<file path="config.mk">
export PLATFORM = sky130hd
export DESIGN_NAME = phase_core
export DESIGN_NICKNAME = d
export VERILOG_FILES = /design/src/rtl/phase_pkg.sv /design/src/rtl/phase_regfile.sv /design/src/rtl/phase_alu.sv /design/src/rtl/phase_ctrl.sv /design/src/rtl/phase_core.sv
export SDC_FILE = /design/constraint.sdc
export NUM_CORES = 1
export LEC_CHECK = 0
export BUFFER_PORTS_ARGS = -buffer_cell sky130_fd_sc_hd__buf_2
export CAP_MARGIN = 10
export CELL_PAD_IN_SITES_DETAIL_PLACEMENT = 1
export CELL_PAD_IN_SITES_GLOBAL_PLACEMENT = 1
export CORE_ASPECT_RATIO = 1.4
export CORE_MARGIN = 2
export CORE_UTILIZATION = 40
export CTS_BUF_LIST = sky130_fd_sc_hd__clkbuf_2 sky130_fd_sc_hd__clkbuf_4 sky130_fd_sc_hd__clkbuf_8
export DETAILED_ROUTE_END_ITERATION = 6
export GPL_ROUTABILITY_DRIVEN = 0
export GPL_TIMING_DRIVEN = 0
export PLACE_DENSITY_LB_ADDON = 0.08
export SETUP_SLACK_MARGIN = 0.05
export SYNTH_ARGS = -nofsm -noshare
export SYNTH_HDL_FRONTEND = slang
export SYNTH_SLANG_ARGS = --single-unit
</file>
<file path="constraint.sdc">
create_clock -name clk -period 7.7 [get_ports clk]
set_input_delay 1.155 -clock clk [delete_from_list [all_inputs] [get_ports clk]]
set_output_delay 1.155 -clock clk [all_outputs]
set_load 0.005 [all_outputs]
</file>
<file path="src/rtl/phase_pkg.sv">
package phase_pkg;

  typedef enum logic [3:0] {
    PH_FETCH_MAR = 4'd0,
    PH_FETCH_MEM = 4'd1,
    PH_FETCH_IR  = 4'd2,
    PH_DECODE    = 4'd3,
    PH_EVAL_ADDR = 4'd4,
    PH_OPND_REG  = 4'd5,
    PH_OPND_MAR  = 4'd6,
    PH_OPND_MEM  = 4'd7,
    PH_EXECUTE   = 4'd8,
    PH_STORE     = 4'd9
  } phase_t;

  typedef enum logic [1:0] {
    ALU_ADD  = 2'd0,
    ALU_AND  = 2'd1,
    ALU_NOT  = 2'd2,
    ALU_PASS = 2'd3
  } alu_op_t;

  localparam int OPC_W = 4;
  localparam logic [OPC_W-1:0] OPC_ADD = 4'b0001;
  localparam logic [OPC_W-1:0] OPC_LDR = 4'b0110;

endpackage

</file>
<file path="src/rtl/phase_regfile.sv">
module phase_regfile #(
  parameter int DW = 16,
  parameter int RN = 8,
  localparam int IW = $clog2(RN)
) (
  input  logic          clk,
  input  logic          rst,
  input  logic          we,
  input  logic [IW-1:0] widx,
  input  logic [DW-1:0] wdata,
  input  logic [IW-1:0] ra_idx,
  output logic [DW-1:0] ra_data,
  input  logic [IW-1:0] rb_idx,
  output logic [DW-1:0] rb_data
);

  logic [DW-1:0] regs [RN];

  for (genvar g = 0; g < RN; g++) begin : g_reg
    always_ff @(posedge clk) begin
      if (rst)
        regs[g] <= '0;
      else if (we && widx == IW'(g))
        regs[g] <= wdata;
    end
  end

  assign ra_data = regs[ra_idx];
  assign rb_data = regs[rb_idx];

endmodule

</file>
<file path="src/rtl/phase_alu.sv">
module phase_alu
  import phase_pkg::*;
#(
  parameter int DW = 16
) (
  input  logic [DW-1:0] a,
  input  logic [DW-1:0] b,
  input  alu_op_t       op,
  output logic [DW-1:0] y
);

  function automatic logic [DW-1:0] alu_f(input logic [DW-1:0] x,
                                          input logic [DW-1:0] z,
                                          input alu_op_t       k);
    case (k)
      ALU_ADD: return x + z;
      ALU_AND: return x & z;
      ALU_NOT: return ~x;
      default: return x;
    endcase
  endfunction

  assign y = alu_f(a, b, op);

endmodule

</file>
<file path="src/rtl/phase_ctrl.sv">
module phase_ctrl
  import phase_pkg::*;
(
  input  logic   clk,
  input  logic   rst,
  input  logic   is_add,
  input  logic   is_ldr,
  input  logic   mem_ready,
  output phase_t phase
);

  phase_t nxt;

  always_comb begin
    case (phase)
      PH_FETCH_MAR: nxt = PH_FETCH_MEM;
      PH_FETCH_MEM: nxt = mem_ready ? PH_FETCH_IR : PH_FETCH_MEM;
      PH_FETCH_IR:  nxt = PH_DECODE;
      PH_DECODE:    nxt = is_add ? PH_OPND_REG :
                          is_ldr ? PH_EVAL_ADDR : PH_FETCH_MAR;
      PH_EVAL_ADDR: nxt = PH_OPND_MAR;
      PH_OPND_REG:  nxt = PH_EXECUTE;
      PH_OPND_MAR:  nxt = PH_OPND_MEM;
      PH_OPND_MEM:  nxt = mem_ready ? PH_STORE : PH_OPND_MEM;
      PH_EXECUTE:   nxt = PH_STORE;
      default:      nxt = PH_FETCH_MAR;
    endcase
  end

  always_ff @(posedge clk) begin
    if (rst) phase <= PH_FETCH_MAR;
    else     phase <= nxt;
  end

endmodule

</file>
<file path="src/rtl/phase_core.sv">
module phase_core
  import phase_pkg::*;
#(
  parameter int DATA_W = 16,
  parameter int REG_N  = 8,
  parameter int OFF_W  = 6,
  localparam int IDX_W = $clog2(REG_N),
  localparam int HOT_W = 1 << OPC_W
) (
  input  logic              clk,
  input  logic              rst,
  output logic              mem_rd,
  output logic [DATA_W-1:0] mem_addr,
  input  logic [DATA_W-1:0] mem_rdata,
  input  logic              mem_ready,
  output logic [3:0]        cur_phase,
  output logic              wb_en,
  output logic [IDX_W-1:0]  wb_idx,
  output logic [DATA_W-1:0] wb_data
);

  function automatic logic [DATA_W-1:0] sext_off(input logic [OFF_W-1:0] f);
    return {{(DATA_W-OFF_W){f[OFF_W-1]}}, f};
  endfunction

  function automatic logic [DATA_W-1:0] ea_calc(input logic [DATA_W-1:0] base,
                                                input logic [OFF_W-1:0]  off);
    return base + sext_off(off);
  endfunction

  phase_t phase;
  logic [DATA_W-1:0] pc, mar, mdr, ir, ea, opa, opb, res;
  logic [DATA_W-1:0] ra_data, rb_data, alu_y, bus;
  logic [HOT_W-1:0]  opc_hot;
  logic              opc_add, opc_ldr;
  logic              fetch_go, mdr_load, alu_gate;
  alu_op_t           alu_sel;
  logic [IDX_W-1:0]  dst_idx, sr1_idx, sr2_idx;

  // decode of the instruction register
  assign opc_hot = HOT_W'(1) << ir[DATA_W-1 -: OPC_W];
  assign opc_add = |(opc_hot & (HOT_W'(1) << OPC_ADD));
  assign opc_ldr = |(opc_hot & (HOT_W'(1) << OPC_LDR));
  assign dst_idx = ir[11:9];
  assign sr1_idx = ir[8:6];
  assign sr2_idx = ir[2:0];

  // named internal events
  assign fetch_go = (phase == PH_FETCH_MAR);
  assign mem_rd   = (phase == PH_FETCH_MEM) || (phase == PH_OPND_MEM);
  assign mdr_load = mem_rd && mem_ready;
  assign alu_gate = (phase == PH_EXECUTE);
  assign alu_sel  = alu_gate ? ALU_ADD : ALU_PASS;
  assign bus      = alu_gate ? alu_y : mdr;

  phase_ctrl u_ctrl (
    .clk       (clk),
    .rst       (rst),
    .is_add    (opc_add),
    .is_ldr    (opc_ldr),
    .mem_ready (mem_ready),
    .phase     (phase)
  );

  phase_regfile #(.DW(DATA_W), .RN(REG_N)) u_rf (
    .clk     (clk),
    .rst     (rst),
    .we      (wb_en),
    .widx    (wb_idx),
    .wdata   (wb_data),
    .ra_idx  (sr1_idx),
    .ra_data (ra_data),
    .rb_idx  (sr2_idx),
    .rb_data (rb_data)
  );

  phase_alu #(.DW(DATA_W)) u_alu (
    .a  (opa),
    .b  (opb),
    .op (alu_sel),
    .y  (alu_y)
  );

  always_ff @(posedge clk) begin
    if (rst) begin
      pc  <= '0;
      mar <= '0;
      mdr <= '0;
      ir  <= '0;
      ea  <= '0;
      opa <= '0;
      opb <= '0;
      res <= '0;
    end else begin
      if (fetch_go) begin
        mar <= pc;
        pc  <= pc + DATA_W'(1);
      end
      if (mdr_load)                 mdr <= mem_rdata;
      if (phase == PH_FETCH_IR)     ir  <= mdr;
      if (phase == PH_EVAL_ADDR)    ea  <= ea_calc(ra_data, ir[OFF_W-1:0]);
      if (phase == PH_OPND_REG) begin
        opa <= ra_data;
        opb <= rb_data;
      end
      if (phase == PH_OPND_MAR)     mar <= ea;
      if (alu_gate)                 res <= bus;
    end
  end

  assign mem_addr  = mar;
  assign cur_phase = phase;
  assign wb_en     = (phase == PH_STORE);
  assign wb_idx    = dst_idx;
  assign wb_data   = opc_ldr ? mdr : res;

endmodule

</file>
* Yosys cells after proc, flatten, opt, wreduce, memory -nomap -nowiden *
Memories as Yosys holds them, arrays and structs flattened. A register that Yosys moved wholly into a read port is not among the register bits.
Cells that the tools add are included.

operators by class
  add/subtract/negate cells = 3
  eq/ne operators = 18
  shifts and indexed selects = 1
  multiplexer cells = 46
  bitwise gates (word level) = 10
  reductions and logical operators = 14

operator list
  operator                                         count
  two-way mux 16 bit                               11
  case mux 16 bit (3 select lines)                 1
  case mux 4 bit (9 select lines)                  1
  adder 16 bit                                     2
  two-way mux 1 bit                                26
  adder 16 x 1 -> 16 bit, second input constant    1
  AND 16 bit                                       1
  == test 4 x 3 -> 1 bit, second input constant    4
  NOT 16 bit                                       1
  == test 3 bit, second input constant             4
  logical AND 1 bit                                9
  two-way mux 3 bit                                3
  == test 4 x 2 -> 1 bit, second input constant    2
  == test 4 bit, second input constant             2
  two-way mux 4 bit                                2
  OR 1 bit                                         8
  left shift 1 x 4 -> 7 bit, first input constant  1
  == test 3 x 2 -> 1 bit, second input constant    2
  == test 4 x 1 -> 1 bit, second input constant    1
  zero test 4 bit                                  1
  two-way mux 2 bit                                2
  == test 3 x 1 -> 1 bit, second input constant    1
  zero test 3 bit                                  1
  == test 2 x 1 -> 1 bit, second input constant    1
  4 further kinds                                  4

word-level totals
  flip-flop bits (word level) = 116
  bits in writable memories = 128
  logic and storage cells = 101
  memories = 1

memory list
  memory     words  width  read ports  clocked after Yosys merged registers in  write ports  line                 text
  u_rf.regs  8      16     2           2                                        8            phase_regfile.sv:17  logic [DW-1:0] regs [RN];

* Longest topological paths before layout *
  depth in word-level cells = 6
  gate-level depth with buffers = 13
  depth with buffers taken out = 11

* Cells and area by module *
Synthesis repeated with hierarchy kept, for this count alone.

second synthesis, totals
  cell total of the unflattened synthesis = 1300
  area total of the unflattened synthesis = 14117.3 µm²

modules (own cells, without submodules)
  module         times used  cells an instance  area an instance (µm²)  sequential area each (µm²)
  phase_regfile  1           431                6912.9                  3843.7
  phase_core     1           670                5710.5                  2562.5
  phase_alu      1           173                1270.0                  0.0
  phase_ctrl     1           26                 224.0                   80.1

* Worst setup path after synthesis *
Ideal clock, no wire load.

  path kind = register to register
  from = register (tool-made name)
  to = register ea[10]
  data arrival time = 2.872 ns
  required time = 7.584 ns
  setup slack = 4.712 ns
  stages on the path, launching flop included = 13
  path buffers = 1
  period minus slack after synthesis = 2.988 ns
  path through = dfxtp_1 -> buf_2 -> mux4_2 -> mux2_2 -> ha_1 -> inv_1 -> fa_1 -> nor2b_1 -> o31ai_1 -> a31o_2 -> nand2_1 -> xor2_1 -> a31o_2

RTL lines
  what                  line               text
  to (signal assigned)  phase_core.sv:101  if (phase == PH_EVAL_ADDR) ea <= ea_calc(ra_data, ir[OFF_W-1:0]);
  to (decl)             phase_core.sv:32   logic [DATA_W-1:0] pc, mar, mdr, ir, ea, opa, opb, res;

* Worst setup path in the final report *
  from = register ir[14]
  to = output port wb_data[8]

between the ends
  word-level cells in the longest chain between the ends = 2

ends and longest elaborated chain
  what                       line               text
  from (decl)                phase_core.sv:32
  from (signal assigned)     phase_core.sv:100  if (phase == PH_FETCH_IR) ir <= mdr;
  left shift 1 x 4 -> 7 bit  phase_core.sv:41   assign opc_hot = HOT_W'(1) << ir[DATA_W-1 -: OPC_W];
  two-way mux 16 bit         phase_core.sv:115  assign wb_data = opc_ldr ? mdr : res;
  to (decl)                  phase_core.sv:19   output logic [DATA_W-1:0] wb_data

Every way passes these cells.

==> results.sh <==
export IMPL_critPathMaxFanout=10
export IMPL_arrival_ns=3.26
export IMPL_p_switching_uw=751.9
export IMPL_period_minus_slack_ns=4.412
export IMPL_clk_pin_slew_ns=0.07
export IMPL_cts_buffer_depth=3
export IMPL_die_width_um=157.0
export IMPL_grt_max_degree=17
export IMPL_cts_made_buffers=44
export IMPL_synth_edf_count=128
export IMPL_status="completed"
export IMPL_slowest_delay_ns=0.97
export IMPL_fin_skew_ns=0.01739
export IMPL_io_pins=60
export IMPL_h_tree_depth=2
export IMPL_synth_simple_area_share_pct=15.55
export IMPL_cts_resized_gates=0
export IMPL_postCtsSetupBuffers=0
export IMPL_hold_path_class="reg -> reg"
export IMPL_wire_per_inst_um=22.43
export IMPL_synthCells=1254
export IMPL_clock_power_share_pct=45.6
export IMPL_maxSlewHeadroom_pct=20.64
export IMPL_grt_pass1_wl_um=63200
export IMPL_power_frac_seq_pct=49.4
export IMPL_cts_sinks=263
export IMPL_synthToLayoutAreaGrowth_pct=14.08
export IMPL_worst_pin_slew_ns=1.157
export IMPL_ys_ff_latch=263
export IMPL_powerDensity_nw_per_um2=206.3
export IMPL_placed_cells=1752
export IMPL_slew_viol_final=0
export IMPL_die_y_um=218.1
export IMPL_num_rows=78
export IMPL_track_usage_pct=24.60
export IMPL_synth_ff_type="dfxtp_1"
export IMPL_cts_tree="built"
export IMPL_crit_family="multiplexers"
export IMPL_timing_setup_tns_ns=0
export IMPL_worstSetupPathType="reg -> out"
export IMPL_synthMuxAreaShare_pct=14.97
export IMPL_layout_drive_gt1_share_pct=17.59
export IMPL_drc=0
export IMPL_drt_total_wl_um=41110
export IMPL_worst_slack_ns=3.288
export IMPL_vias=9993
export IMPL_drt_iter0_drc=511
export IMPL_detail_route_first_pass_iterations=5
export IMPL_place_hpwl_um=32690
export IMPL_synth_compound_area_share_pct=10.95
export IMPL_start_kind="flop"
export IMPL_endpoint_kind="output pin"
export IMPL_syn_area_um2=13100
export IMPL_dieArea_um2=34240
export IMPL_overflow=0
export IMPL_critPathSlowestCell="mux2i_1"
export IMPL_post_route_period_util_pct=57.30
export IMPL_synth_xor_area_share_pct=1.805
export IMPL_ir_drop_uv=145.0
export IMPL_crit_chain="nand2_1, nor3_2, buf_4, mux2i_1, inv_1, buf_2"
export IMPL_crit_buf_inv=3
export IMPL_crit_required_ns=6.55
export IMPL_nets=1410
export IMPL_internal_power_mw=2.331
export IMPL_max_cap_viol_count=0
export IMPL_ys_warn_count=0
export IMPL_pre_cts_ws_ns=3.654
export IMPL_synth_avg_cell_area_um2=10.45
export IMPL_start_util_pct=40.56
export IMPL_async_flop_share_pct=0
export IMPL_antenna_found_initial=0
export IMPL_vias_per_cell=5.452
export IMPL_setup_violations_final=0
export IMPL_p_leak_nw=5.440
export IMPL_diodes=0
export IMPL_ctsHoldBuffers=0
export IMPL_synth_top_family_by_area="simple AND/OR/NAND/NOR gates"
export IMPL_final_core_util_pct=46.27
export IMPL_final_hold_viol_count=0
export IMPL_ys_seq_area_share_pct=49.97
export IMPL_insertion_delay_ns=0.59
export IMPL_fin_cells=1833
export IMPL_ys_types=60
export IMPL_ant_nets=0
export IMPL_first_global_vias=10820
export IMPL_fmax_ghz=0.2267
export IMPL_root_buffer="clkbuf_8"
export IMPL_synthAdderAreaFrac_pct=3.266
export IMPL_rsz0062_at_grt="no"
export IMPL_swShare_pct=24.39
export IMPL_combPwrFrac_pct=5.0
export IMPL_syn_num_nets=1306
export IMPL_core_um2=32300
export IMPL_io_buffers=58
export IMPL_p_total_mw=3.083
area by class of cell:
type,instances,area [µm²]
Clock buffer,57,753.2
Buffer,79,344.1
Inverter,30,112.6
Tap cell,440,550.5
Clock inverter,24,222.7
Timing Repair Buffer,58,290.3
Fill cell,3634,17360
Multi-Input combinational cell,882,6126
Sequential cell,263,6546
sequential cells by signal (all words and copies together) (netlist names), 16 cells and up, named ones only:
name	cells
mdr	16
pc	16
ea	16
u_rf.regs	128
res	16
mem_addr	16
ir	16
opa	16
opb	16
power groups by stage:
stage	logic [mW]	clock network (mW)	registers, mW
after floorplan	0.0999	0	1.54
after global placement	0.151	0	1.55
after detailed placement	0.155	0	1.55
after CTS	0.155	1.43	1.52
after global routing	0.167	1.49	1.53
final	0.153	1.41	1.52
Yosys cell counts (2+ instances only):
cell type / instances / share of area [%]
or3_1: 6 / 0.29
nor3_2: 2 / 0.15
a31o_2: 2 / 0.13
inv_1: 29 / 0.83
a31oi_1: 6 / 0.29
buf_2: 17 / 0.65
nor4_1: 2 / 0.095
mux2i_1: 34 / 2.6
a21oi_1: 79 / 3.0
o31ai_1: 6 / 0.34
o21a_1: 14 / 0.80
nor3_1: 20 / 0.76
a21boi_0: 3 / 0.17
nand4_1: 6 / 0.29
and3_1: 4 / 0.19
buf_4: 5 / 0.29
a41oi_1: 2 / 0.13
xnor2_1: 15 / 1.0
nor2_1: 223 / 6.4
dfxtp_1: 135 / 21
nor4b_1: 4 / 0.27
edfxtp_1: 128 / 29
nand2_1: 177 / 5.1
o21ai_0: 39 / 1.5
o211ai_1: 8 / 0.46
nand3b_1: 4 / 0.23
mux4_2: 64 / 11
fa_1: 2 / 0.31
nand3_1: 18 / 0.69
a211oi_1: 12 / 0.69
clkbuf_1: 53 / 1.5
a311oi_1: 31 / 2.1
o311ai_0: 2 / 0.13
a21o_1: 11 / 0.63
ha_1: 31 / 3.0
xor2_1: 12 / 0.80
nor2b_1: 8 / 0.38
mux2_2: 14 / 1.2
nand2b_1: 3 / 0.14
buf_1: 3 / 0.086
final timing paths:
path	start	endpoint	slack [ns]	cells after the start
worst min register to register	ea[3]	ea[3]	0.46	2
worst max-delay path	ir[14]	wb_data[8]	3.29	6
worst min-delay path	ea[3]	ea[3]	0.46	2
worst max register to register	flop	ea[13]	3.78	11
routing by layer:
metal	GRT usage [%]	part of all wire (%)	vias to the layer above
met2	47.89	55	172
met5	0	0	-
li1	-	-	4753
met1	26.10	38	4979
met4	10.00	4.4	0
met3	3.470	3.0	89
layout by cell type (no fill, tap or decap), drive strengths merged, types with 8 or more instances in the layout:
cell type and count:
nor2 223, nand2 177, dfxtp 135, edfxtp 128, clkbuf 110, buf 84
a21oi 79, mux4 64, o21ai 39, mux2i 35, a311oi 31, ha 31
inv 30, nor3 22, clkinv 19, nand3 18, xnor2 15, mux2 14
o21a 14, xor2 12, a211oi 12, a21o 11, nor2b 8, o211ai 8
stage by stage:
stage,hold slack [ns],instance area (µm²)
final,0.4551,14950
after global routing,0.4802,14950
after CTS,0.4553,14950
after detailed placement,0.4461,13970
after global placement,0.4397,13940
after floorplan,0.4312,13100
worst reg2reg max path: cells and delay by family (launching register included):
| family | cells | cell delay, ns |
|---|---|---|
| AOI/OAI and AO/OA | 6 | 1.34 |
| buffers and inverters | 3 | 1.19 |
| muxes | 1 | 0.65 |
| DFF | 1 | 0.35 |
| adders and majority gates | 1 | 0.32 |
kinds of logic after synthesis:
family          Yosys count
xor+xnor                 27
compound gates          224
mux                     113
buf+inv                 109
flops                   263
fa+ha+maj                33
simple gates            485
Power figures use the tool's default switching activity.
